--- src/rtl/i2c_role_pkg.sv ---
// Shared constants and types for the role/direction controller.
// Assumes a control write field laid out as bits 7..4 of the control byte.
package i2c_role_pkg;
    localparam int unsigned CTL_HI  = 7;
    localparam int unsigned CTL_LO  = 4;
    localparam int unsigned MST_BIT = 7;
    localparam int unsigned TRX_BIT = 6;
    localparam int unsigned BB_BIT  = 5;
    localparam int unsigned PIN_BIT = 4;

    typedef struct packed {
        logic mst;
        logic trx;
    } role_t;
endpackage

--- src/rtl/i2c_addr_unit.sv ---
// Holds the own address and format select; compares the first byte after a
// start against the own address. Assumes ev_rx_byte is a one-cycle strobe.
module i2c_addr_unit #(
    parameter int unsigned ADDR_W = 7
) (
    input  logic              clk,
    input  logic              rst_n,
    input  logic              wr,
    input  logic [ADDR_W:0]   wdata,
    input  logic              ev_start,
    input  logic              ev_rx_byte,
    input  logic [ADDR_W:0]   rx_byte,
    output logic              free_fmt,
    output logic              hit,
    output logic              hit_dir
);
    logic [ADDR_W-1:0] own_q;
    logic              free_q;
    logic              armed_q;

    // Address register: own address and format select.
    always_ff @(posedge clk) begin
        if (!rst_n) begin
            own_q  <= '0;
            free_q <= 1'b0;
        end else if (wr) begin
            own_q  <= wdata[ADDR_W:1];
            free_q <= wdata[0];
        end
    end

    // Compare window: open from a start until the first byte arrives.
    always_ff @(posedge clk) begin
        if (!rst_n)          armed_q <= 1'b0;
        else if (ev_start)   armed_q <= 1'b1;
        else if (ev_rx_byte) armed_q <= 1'b0;
    end

    // Match decode for the armed byte in addressing format.
    always_comb begin
        hit     = ev_rx_byte && armed_q && !free_q && (rx_byte[ADDR_W:1] == own_q);
        hit_dir = rx_byte[0];
    end

    assign free_fmt = free_q;

    // the compare window closes after one byte.
    assert_window_closes_R6: assert property (@(posedge clk) disable iff (!rst_n)
        (ev_rx_byte && !ev_start) |=> !armed_q);
endmodule

--- src/rtl/i2c_start_gen.sv ---
// Issues a one-cycle start request when software writes the full start
// pattern to an idle bus with acknowledge enabled. Assumes ctl_wr is a strobe.
module i2c_start_gen
    import i2c_role_pkg::*;
(
    input  logic                 clk,
    input  logic                 rst_n,
    input  logic                 ctl_wr,
    input  logic [CTL_HI:CTL_LO] ctl_wdata,
    input  logic                 bus_busy,
    input  logic                 ack_en,
    input  logic                 kill,
    output logic                 start_req
);
    logic pattern;

    // Full start pattern: all four control bits set.
    always_comb pattern = &ctl_wdata;

    // Start request register, one cycle per qualifying write.
    always_ff @(posedge clk) begin
        if (!rst_n) start_req <= 1'b0;
        else        start_req <= ctl_wr && pattern && !bus_busy && ack_en && !kill;
    end

    // a busy bus suppresses the request.
    assert_no_start_when_busy_R11: assert property (@(posedge clk) disable iff (!rst_n)
        (ctl_wr && bus_busy) |=> !start_req);
    // the request never lasts longer than the write that made it.
    assert_start_single_R10: assert property (@(posedge clk) disable iff (!rst_n)
        !ctl_wr |=> !start_req);
endmodule

--- src/rtl/i2c_role_regs.sv ---
// Master and transmitter flags. Priority: bus stop/arbitration loss, then
// software write, then hardware direction switching after the address phase.
module i2c_role_regs
    import i2c_role_pkg::*;
(
    input  logic  clk,
    input  logic  rst_n,
    input  logic  sw_wr,
    input  logic  sw_mst,
    input  logic  sw_trx,
    input  logic  kill,
    input  logic  free_fmt,
    input  logic  slave_hit,
    input  logic  slave_dir,
    input  logic  m_ack_ev,
    input  logic  m_ack_ok,
    input  logic  m_dir,
    output role_t role
);
    role_t q;

    // Role and direction update.
    always_ff @(posedge clk) begin
        if (!rst_n) begin
            q <= '0;
        end else if (kill) begin
            q <= '0;
        end else if (sw_wr) begin
            q.mst <= sw_mst;
            q.trx <= sw_trx;
        end else if (!free_fmt) begin
            if (!q.mst && slave_hit)
                q.trx <= slave_dir;
            else if (q.mst && m_ack_ev && m_ack_ok)
                q.trx <= ~m_dir;
        end
    end

    assign role = q;

    // stop or arbitration loss leaves a slave receiver.
    assert_kill_clears_R4: assert property (@(posedge clk) disable iff (!rst_n)
        kill |=> (!q.mst && !q.trx));
    // no acknowledge holds the direction.
    assert_nack_holds_R8: assert property (@(posedge clk) disable iff (!rst_n)
        (q.mst && m_ack_ev && !m_ack_ok && !sw_wr && !kill) |=> $stable(q.trx));
    // free format freezes hardware switching.
    assert_free_holds_R9: assert property (@(posedge clk) disable iff (!rst_n)
        (free_fmt && !sw_wr && !kill) |=> $stable(q.trx));
    // a slave without a match keeps its direction.
    assert_nomatch_holds_R6: assert property (@(posedge clk) disable iff (!rst_n)
        (!q.mst && !slave_hit && !sw_wr && !kill) |=> $stable(q.trx));
endmodule

--- src/rtl/i2c_role_ctrl.sv ---
// Top: role and direction controller for a two-wire bus interface.
// Assumes all ev_* inputs are one-cycle strobes from a bus front end.
module i2c_role_ctrl
    import i2c_role_pkg::*;
#(
    parameter int unsigned ADDR_W = 7,
    localparam int unsigned AREG_W = ADDR_W + 1
) (
    input  logic                 clk,
    input  logic                 rst_n,
    input  logic                 addr_wr,
    input  logic [AREG_W-1:0]    addr_wdata,
    input  logic                 ctl_wr,
    input  logic [CTL_HI:CTL_LO] ctl_wdata,
    input  logic                 ack_en,
    input  logic                 bus_busy,
    input  logic                 ev_start,
    input  logic                 ev_stop,
    input  logic                 ev_arb_lost,
    input  logic                 ev_rx_byte,
    input  logic [AREG_W-1:0]    rx_byte,
    input  logic                 ev_addr_ack,
    input  logic                 addr_ack_ok,
    input  logic                 tx_dir,
    output logic                 mst,
    output logic                 trx,
    output logic                 start_req,
    output logic                 free_fmt
);
    logic  kill;
    logic  hit;
    logic  hit_dir;
    role_t role;

    // Bus events that drop the block back to slave receiver.
    always_comb kill = ev_stop || ev_arb_lost;

    i2c_addr_unit #(.ADDR_W(ADDR_W)) u_addr (
        .clk(clk), .rst_n(rst_n), .wr(addr_wr), .wdata(addr_wdata),
        .ev_start(ev_start), .ev_rx_byte(ev_rx_byte), .rx_byte(rx_byte),
        .free_fmt(free_fmt), .hit(hit), .hit_dir(hit_dir)
    );

    i2c_start_gen u_start (
        .clk(clk), .rst_n(rst_n), .ctl_wr(ctl_wr), .ctl_wdata(ctl_wdata),
        .bus_busy(bus_busy), .ack_en(ack_en), .kill(kill), .start_req(start_req)
    );

    i2c_role_regs u_role (
        .clk(clk), .rst_n(rst_n), .sw_wr(ctl_wr),
        .sw_mst(ctl_wdata[MST_BIT]), .sw_trx(ctl_wdata[TRX_BIT]),
        .kill(kill), .free_fmt(free_fmt), .slave_hit(hit), .slave_dir(hit_dir),
        .m_ack_ev(ev_addr_ack), .m_ack_ok(addr_ack_ok), .m_dir(tx_dir), .role(role)
    );

    assign mst = role.mst;
    assign trx = role.trx;

    // a start request always comes with master transmitter set.
    assert_start_as_master_tx_R10: assert property (@(posedge clk) disable iff (!rst_n)
        start_req |-> (mst && trx));
endmodule

--- config.mk ---
export PLATFORM = sky130hd
export DESIGN_NAME = i2c_role_ctrl
export DESIGN_NICKNAME = d
export VERILOG_FILES = /design/src/rtl/i2c_role_pkg.sv /design/src/rtl/i2c_addr_unit.sv /design/src/rtl/i2c_start_gen.sv /design/src/rtl/i2c_role_regs.sv /design/src/rtl/i2c_role_ctrl.sv
export SDC_FILE = /design/constraint.sdc
export NUM_CORES = 1
export LEC_CHECK = 0
export BUFFER_PORTS_ARGS = -buffer_cell sky130_fd_sc_hd__buf_2
export CAP_MARGIN = 20
export CORE_MARGIN = 1.5
export CORE_UTILIZATION = 36
export CTS_CLUSTER_SIZE = 24
export DETAILED_ROUTE_END_ITERATION = 10
export HOLD_SLACK_MARGIN = 0.15
export PLACE_DENSITY = 0.73
export SKIP_LAST_GASP = 1
export SYNTH_ARGS = -nofsm -noshare
export SYNTH_HDL_FRONTEND = slang
export SYNTH_SLANG_ARGS = --single-unit
--- constraint.sdc ---
create_clock -name clk -period 1.25 [get_ports clk]
set_input_delay 0.0625 -clock clk [delete_from_list [all_inputs] [get_ports clk]]
set_output_delay 0.0625 -clock clk [all_outputs]
set_load 0.03 [all_outputs]
# Yosys cells after proc, flatten, opt, wreduce, memory -nomap -nowiden
# Index checks and enable logic that the tools add are counted.
dict set report word_totals {
  register_bits 12
  in_bits 33
  elab_cells 36
}
dict set report classes {
  n_eq_ne 2
  mux 6
  bitwise 2
  reduce_logical 20
}
# cell count
set op_table {}
lappend op_table {{$logic_and A1 B1 Y1} 10}
lappend op_table {{$eq A7 B7 Y1} 1}
lappend op_table {{$mux W1} 6}
lappend op_table {{$logic_not A1 Y1} 4}
lappend op_table {{$reduce_and A4 Y1} 1}
lappend op_table {{$reduce_bool A3 Y1} 1}
lappend op_table {{$ne A2 B2 Y1 const B} 1}
lappend op_table {{$not A1 Y1} 2}
lappend op_table {{$reduce_and A2 Y1} 1}
lappend op_table {{$reduce_bool A2 Y1} 1}
lappend op_table {{$reduce_or A2 Y1} 1}
lappend op_table {{$logic_or A1 B1 Y1} 1}

# Longest topological paths before layout
dict set report logic_depth {
  depth_word 7
  mapped_depth 4
}

# Modules after synthesis
# Synthesis repeated with hierarchy kept, for this count alone.
dict set report unflattened {
  hier_cells 61
  hier_area_um2 630.6
}
# mod instances cells_each area_each_um2 seq_area_each_um2
set modules_own_cells {}
lappend modules_own_cells {i2c_addr_unit 1 39 427.9 180.2}
lappend modules_own_cells {i2c_role_regs 1 16 146.4 40.0}
lappend modules_own_cells {i2c_start_gen 1 5 50.0 20.0}
lappend modules_own_cells {i2c_role_ctrl 1 1 6.3 0.0}

# Worst setup path before layout
# No wires, ideal clock.
dict set report synth_path {
  path_kind {register to register}
  from {reg u_addr.free_q (netlist: u_addr.free_fmt)}
  to {reg u_role.role[0] (netlist name)}
  setup_ps 86
  arrival_ps 1322
  required_ps 1164
  path_slack_ps -159
  path_stages_with_launch 5
  n_path_buf 0
  period_less_slack_ps 1409
  path_cell_list {dfxtp_1 and4bb_1 nand4_1 o41a_1 a221oi_2}
}
dict set report synth_between {
  elab_chain_cells 7
  elab_cells_between_ends 10
  classes_between {eq/ne: 1; mux: 3; reduce/logical: 6}
}
# element line
set synth_rtl {}
lappend synth_rtl {{start, declared} i2c_addr_unit.sv:18} ;# logic free_q;
lappend synth_rtl {{start signal, assigned} i2c_addr_unit.sv:28} ;# free_q <= wdata[0];
lappend synth_rtl {{$logic_not A1 Y1} -}
lappend synth_rtl {{$logic_and A1 B1 Y1 (2 in a row)} i2c_addr_unit.sv:41} ;# hit = ev_rx_byte && armed_q && !free_q && (rx_byte[ADDR_W:1] == own_q);
lappend synth_rtl {{$logic_and A1 B1 Y1} i2c_role_regs.sv:32} ;# if (!q.mst && slave_hit)
lappend synth_rtl {{$mux W1} i2c_role_regs.sv:32}
lappend synth_rtl {{$mux W1} i2c_role_regs.sv:31} ;# end else if (!free_fmt) begin
lappend synth_rtl {{$mux W1} i2c_role_regs.sv:28} ;# end else if (sw_wr) begin
# Several ways; a longest one is shown, not always the timed one. The select of a mux whose other input is x is not followed.
# A chain may end at the register's enable or synchronous reset.

# Worst setup path after layout
dict set report layout_path {
  from {reg u_addr.own_q[2]}
  to {reg u_role.role[0] (netlist name)}
}
dict set report layout_between {
  elab_chain_cells 6
  elab_cells_between_ends 8
  classes_between {eq/ne: 1; mux: 3; reduce/logical: 4}
}
# element line
set layout_rtl {}
lappend layout_rtl {{start, declared} i2c_addr_unit.sv:17} ;# logic [ADDR_W-1:0] own_q;
lappend layout_rtl {{start signal, assigned} i2c_addr_unit.sv:27} ;# own_q <= wdata[ADDR_W:1];
lappend layout_rtl {{$eq A7 B7 Y1 *} i2c_addr_unit.sv:41}
lappend layout_rtl {{$logic_and A1 B1 Y1 *} i2c_addr_unit.sv:41}
lappend layout_rtl {{$logic_and A1 B1 Y1 *} i2c_role_regs.sv:32}
lappend layout_rtl {{$mux W1} i2c_role_regs.sv:32}
lappend layout_rtl {{$mux W1} i2c_role_regs.sv:31}
lappend layout_rtl {{$mux W1} i2c_role_regs.sv:28}
# Every way passes the cells marked *; elsewhere a longest branch is shown, timed or not. The select of a mux whose other input is x is not followed.

==> impl_metrics.ini <==
[drt]
dr.pass1.iters = 3
drt_iter0_markers = 2
wl_per_cell_um = 11.9
ant_nets = 0
vias_per_cell = 4.64
wirelength_um = 1610
drc = 0
vias = 626

[die]
die_area_mm2 = 0.00188
ioPinCount = 37
std_cell_rows = 14
die_h_um = 43.4
chipWidth_um = 43.4
core_mm2 = 0.00152
start_util = 0.385

[place]
dp.cells = 110
numPortBuffers = 36
dpl_cell_area_um2 = 805
place_ws_ns = -0.0845
post-dp-hpwl_um = 987
place_congestion = 0.665

[pwr]
power_leakage_nw = 0.505
irDropWorstVdd_mv = 0.717
power_density_mw_per_mm2 = 864

[sta]
finClkSkew_ns = 0.00107
hold_slack_ns = 0.179
max_freq_mhz = 740
min_period_over_period = 1.08
worst_pin_slew_ns = 0.235
final_critical_path_setup_slack_ns = -0.101
setup_viol = 1
fin_crit_ns = 1.35
maxSlewViolCount = 0
max_slew_margin = 0.844
rsz0062_at_grt = true
finalHoldViolCount = 0

[worst_setup_path]
cp.arrival_ns = 1.53
cp_cell_sequence = xnor2_1 -> nand4_1 -> o41a_1 -> a221oi_2
crit_required_ns = 1.43
slowest_stage = o41a_1
start_kind = flop
end_kind = flop
cpPeakStageDelay_ns = 0.43
r2r_start = u_addr.own_q[2]
worstSetupStartpoint = u_addr.own_q[2]
cp_max_fo = 2
worstSetupPathType = flop to flop

[synth]
synth_warnings = 0
synth-main-ff-cell = dfxtp_1
netlist-cell-type-count = 20
synth_seq_cells = 12
synth_fp_nets = 90
yosysSeqAreaShare = 0.409
synthesis.area_um2 = 587
synth_edf_count = 0
synthCells = 57
synth.avg_cell_area_um2 = 10.3
async_flop_share = 0

[outcome]
violations = negative setup slack
status = finished, violations left

[clock_network]
root_buffer = clkbuf_4
insertion_delay_ns = 0.26
postCtsSetupRepairBufs = 0
cts.sinks = 12
cts_inserted_buffers = 3
cts_tree = built
h-tree-depth = 1
cts.path.max_buffers = 2
clkTransAtPathRegs_ns = 0.08

[finish]
nNetsFinal = 153
antenna_cells = 0
area_growth_pct = 83.4
fin_area_mm2 = 0.00108
post_route_cells_drive_above_1_share = 0.454
fin_cells = 135
postLayoutCoreUtil = 0.706

[global_route]
antenna_found_initial = 0
grt_pass1_vias = 606
grt_pass1_wl_um = 2610
grt_max_degree = 11
grt_overflow = 0
grtUsageTotal = 0.187

[hold_path]
min_from = rx_byte[0]
hold_class = input pin to flop

[run]
cap_viol_max_count = 0
-- cell usage in the layout, fill, tap and decap left out, types with 2 or more instances in the layout --
cell,synthesis,routed
buf_4,0,2
xnor2_2,1,3
dfxtp_1,12,6
clkbuf_4,0,3
dfxtp_2,0,4
nand4_1,2,2
buf_2,1,36
nand3_1,2,2
dfxtp_4,0,2
dlygate4sd3_1,0,21
nor2b_1,9,9
mux2i_1,9,9
nor2_1,3,3
xnor2_1,6,4
inv_1,2,2
-- sequential cells by signal, indices dropped and copies added (netlist names) --
signal	flops
u_role.role	2
u_start.start_req	1
u_addr.own_q	7
u_addr.armed_q	1
u_addr.free_fmt	1
-- where the power goes --
| part | switching, mW | leakage [nW] | internal [mW] |
|---|---|---|---|
| combinational | 0.0773 | 0.382 | 0.135 |
| sequential | 0.0127 | 0.102 | 0.400 |
| clock | 0.128 | 0.0210 | 0.177 |
-- repair_timing --
action,in CTS,in global routing
resized for setup,0,7
hold endpoints to repair,12,1
pin swaps,2,6
hold buffers,20,2
endpoints found under the setup margin,1,2
-- layout make-up --
type,instances,area (um^2)
Inverter,2,7.51
Clock buffer,4,36.3
Tap cell,16,20.0
Sequential cell,12,253
Timing Repair Buffer,59,405
Multi-Input combinational cell,42,354
Fill cell,121,448
-- critical path, delay by kind of cell (launching register included) --
| kind | cells | cell delay (ns) |
|---|---|---|
| compound gates | 2 | 0.64 |
| xor+xnor | 1 | 0.15 |
| flops | 1 | 0.33 |
| simple gates | 1 | 0.15 |
-- final timing paths --
| kind | end | slack [ns] | cells after the start |
|---|---|---|---|
| max | u_role.role[0] | -0.10 | 4 |
| min | u_role.role[0] | 0.18 | 4 |
| min reg2reg | u_addr.own_q[2] | 0.53 | 2 |
| max reg2reg | u_role.role[0] | -0.10 | 4 |
-- stage by stage --
step / setup TNS (ns) / power (mW)
after floorplan: -0.0740 / 0.498
after global placement: -0.0408 / 0.569
after detailed placement: -0.0845 / 0.571
after CTS: -0.0920 / 0.919
after global routing: -0.194 / 0.979
final: -0.101 / 0.929
-- metal layers --
layer / part of all wire / routed length [um] / global-route usage
met1: 0.45 / 723 / 0.253
met2: 0.48 / 776 / 0.304
met3: 0.055 / 88 / 0.0250
met4: 0.011 / 18 / 0.0727
met5: 0 / 0 / 0
-- kinds of logic after synthesis --
logic type	after synthesis	share of synthesized area
compound gates	5	0.0746
xor+xnor	7	0.117
buf+inv	3	0.0213
flops	12	0.409
mux	10	0.173
simple gates	20	0.205
-- Yosys cell counts, drive strengths merged (2+ instances only) --
| cell type | instances | area share |
|---|---|---|
| nand4 | 2 | 0.021 |
| mux2i | 9 | 0.15 |
| inv | 2 | 0.013 |
| dfxtp | 12 | 0.41 |
| nor2b | 9 | 0.096 |
| nor2 | 3 | 0.019 |
| nand3 | 2 | 0.017 |
| xnor2 | 7 | 0.12 |
(Power assumes the default switching activity.)
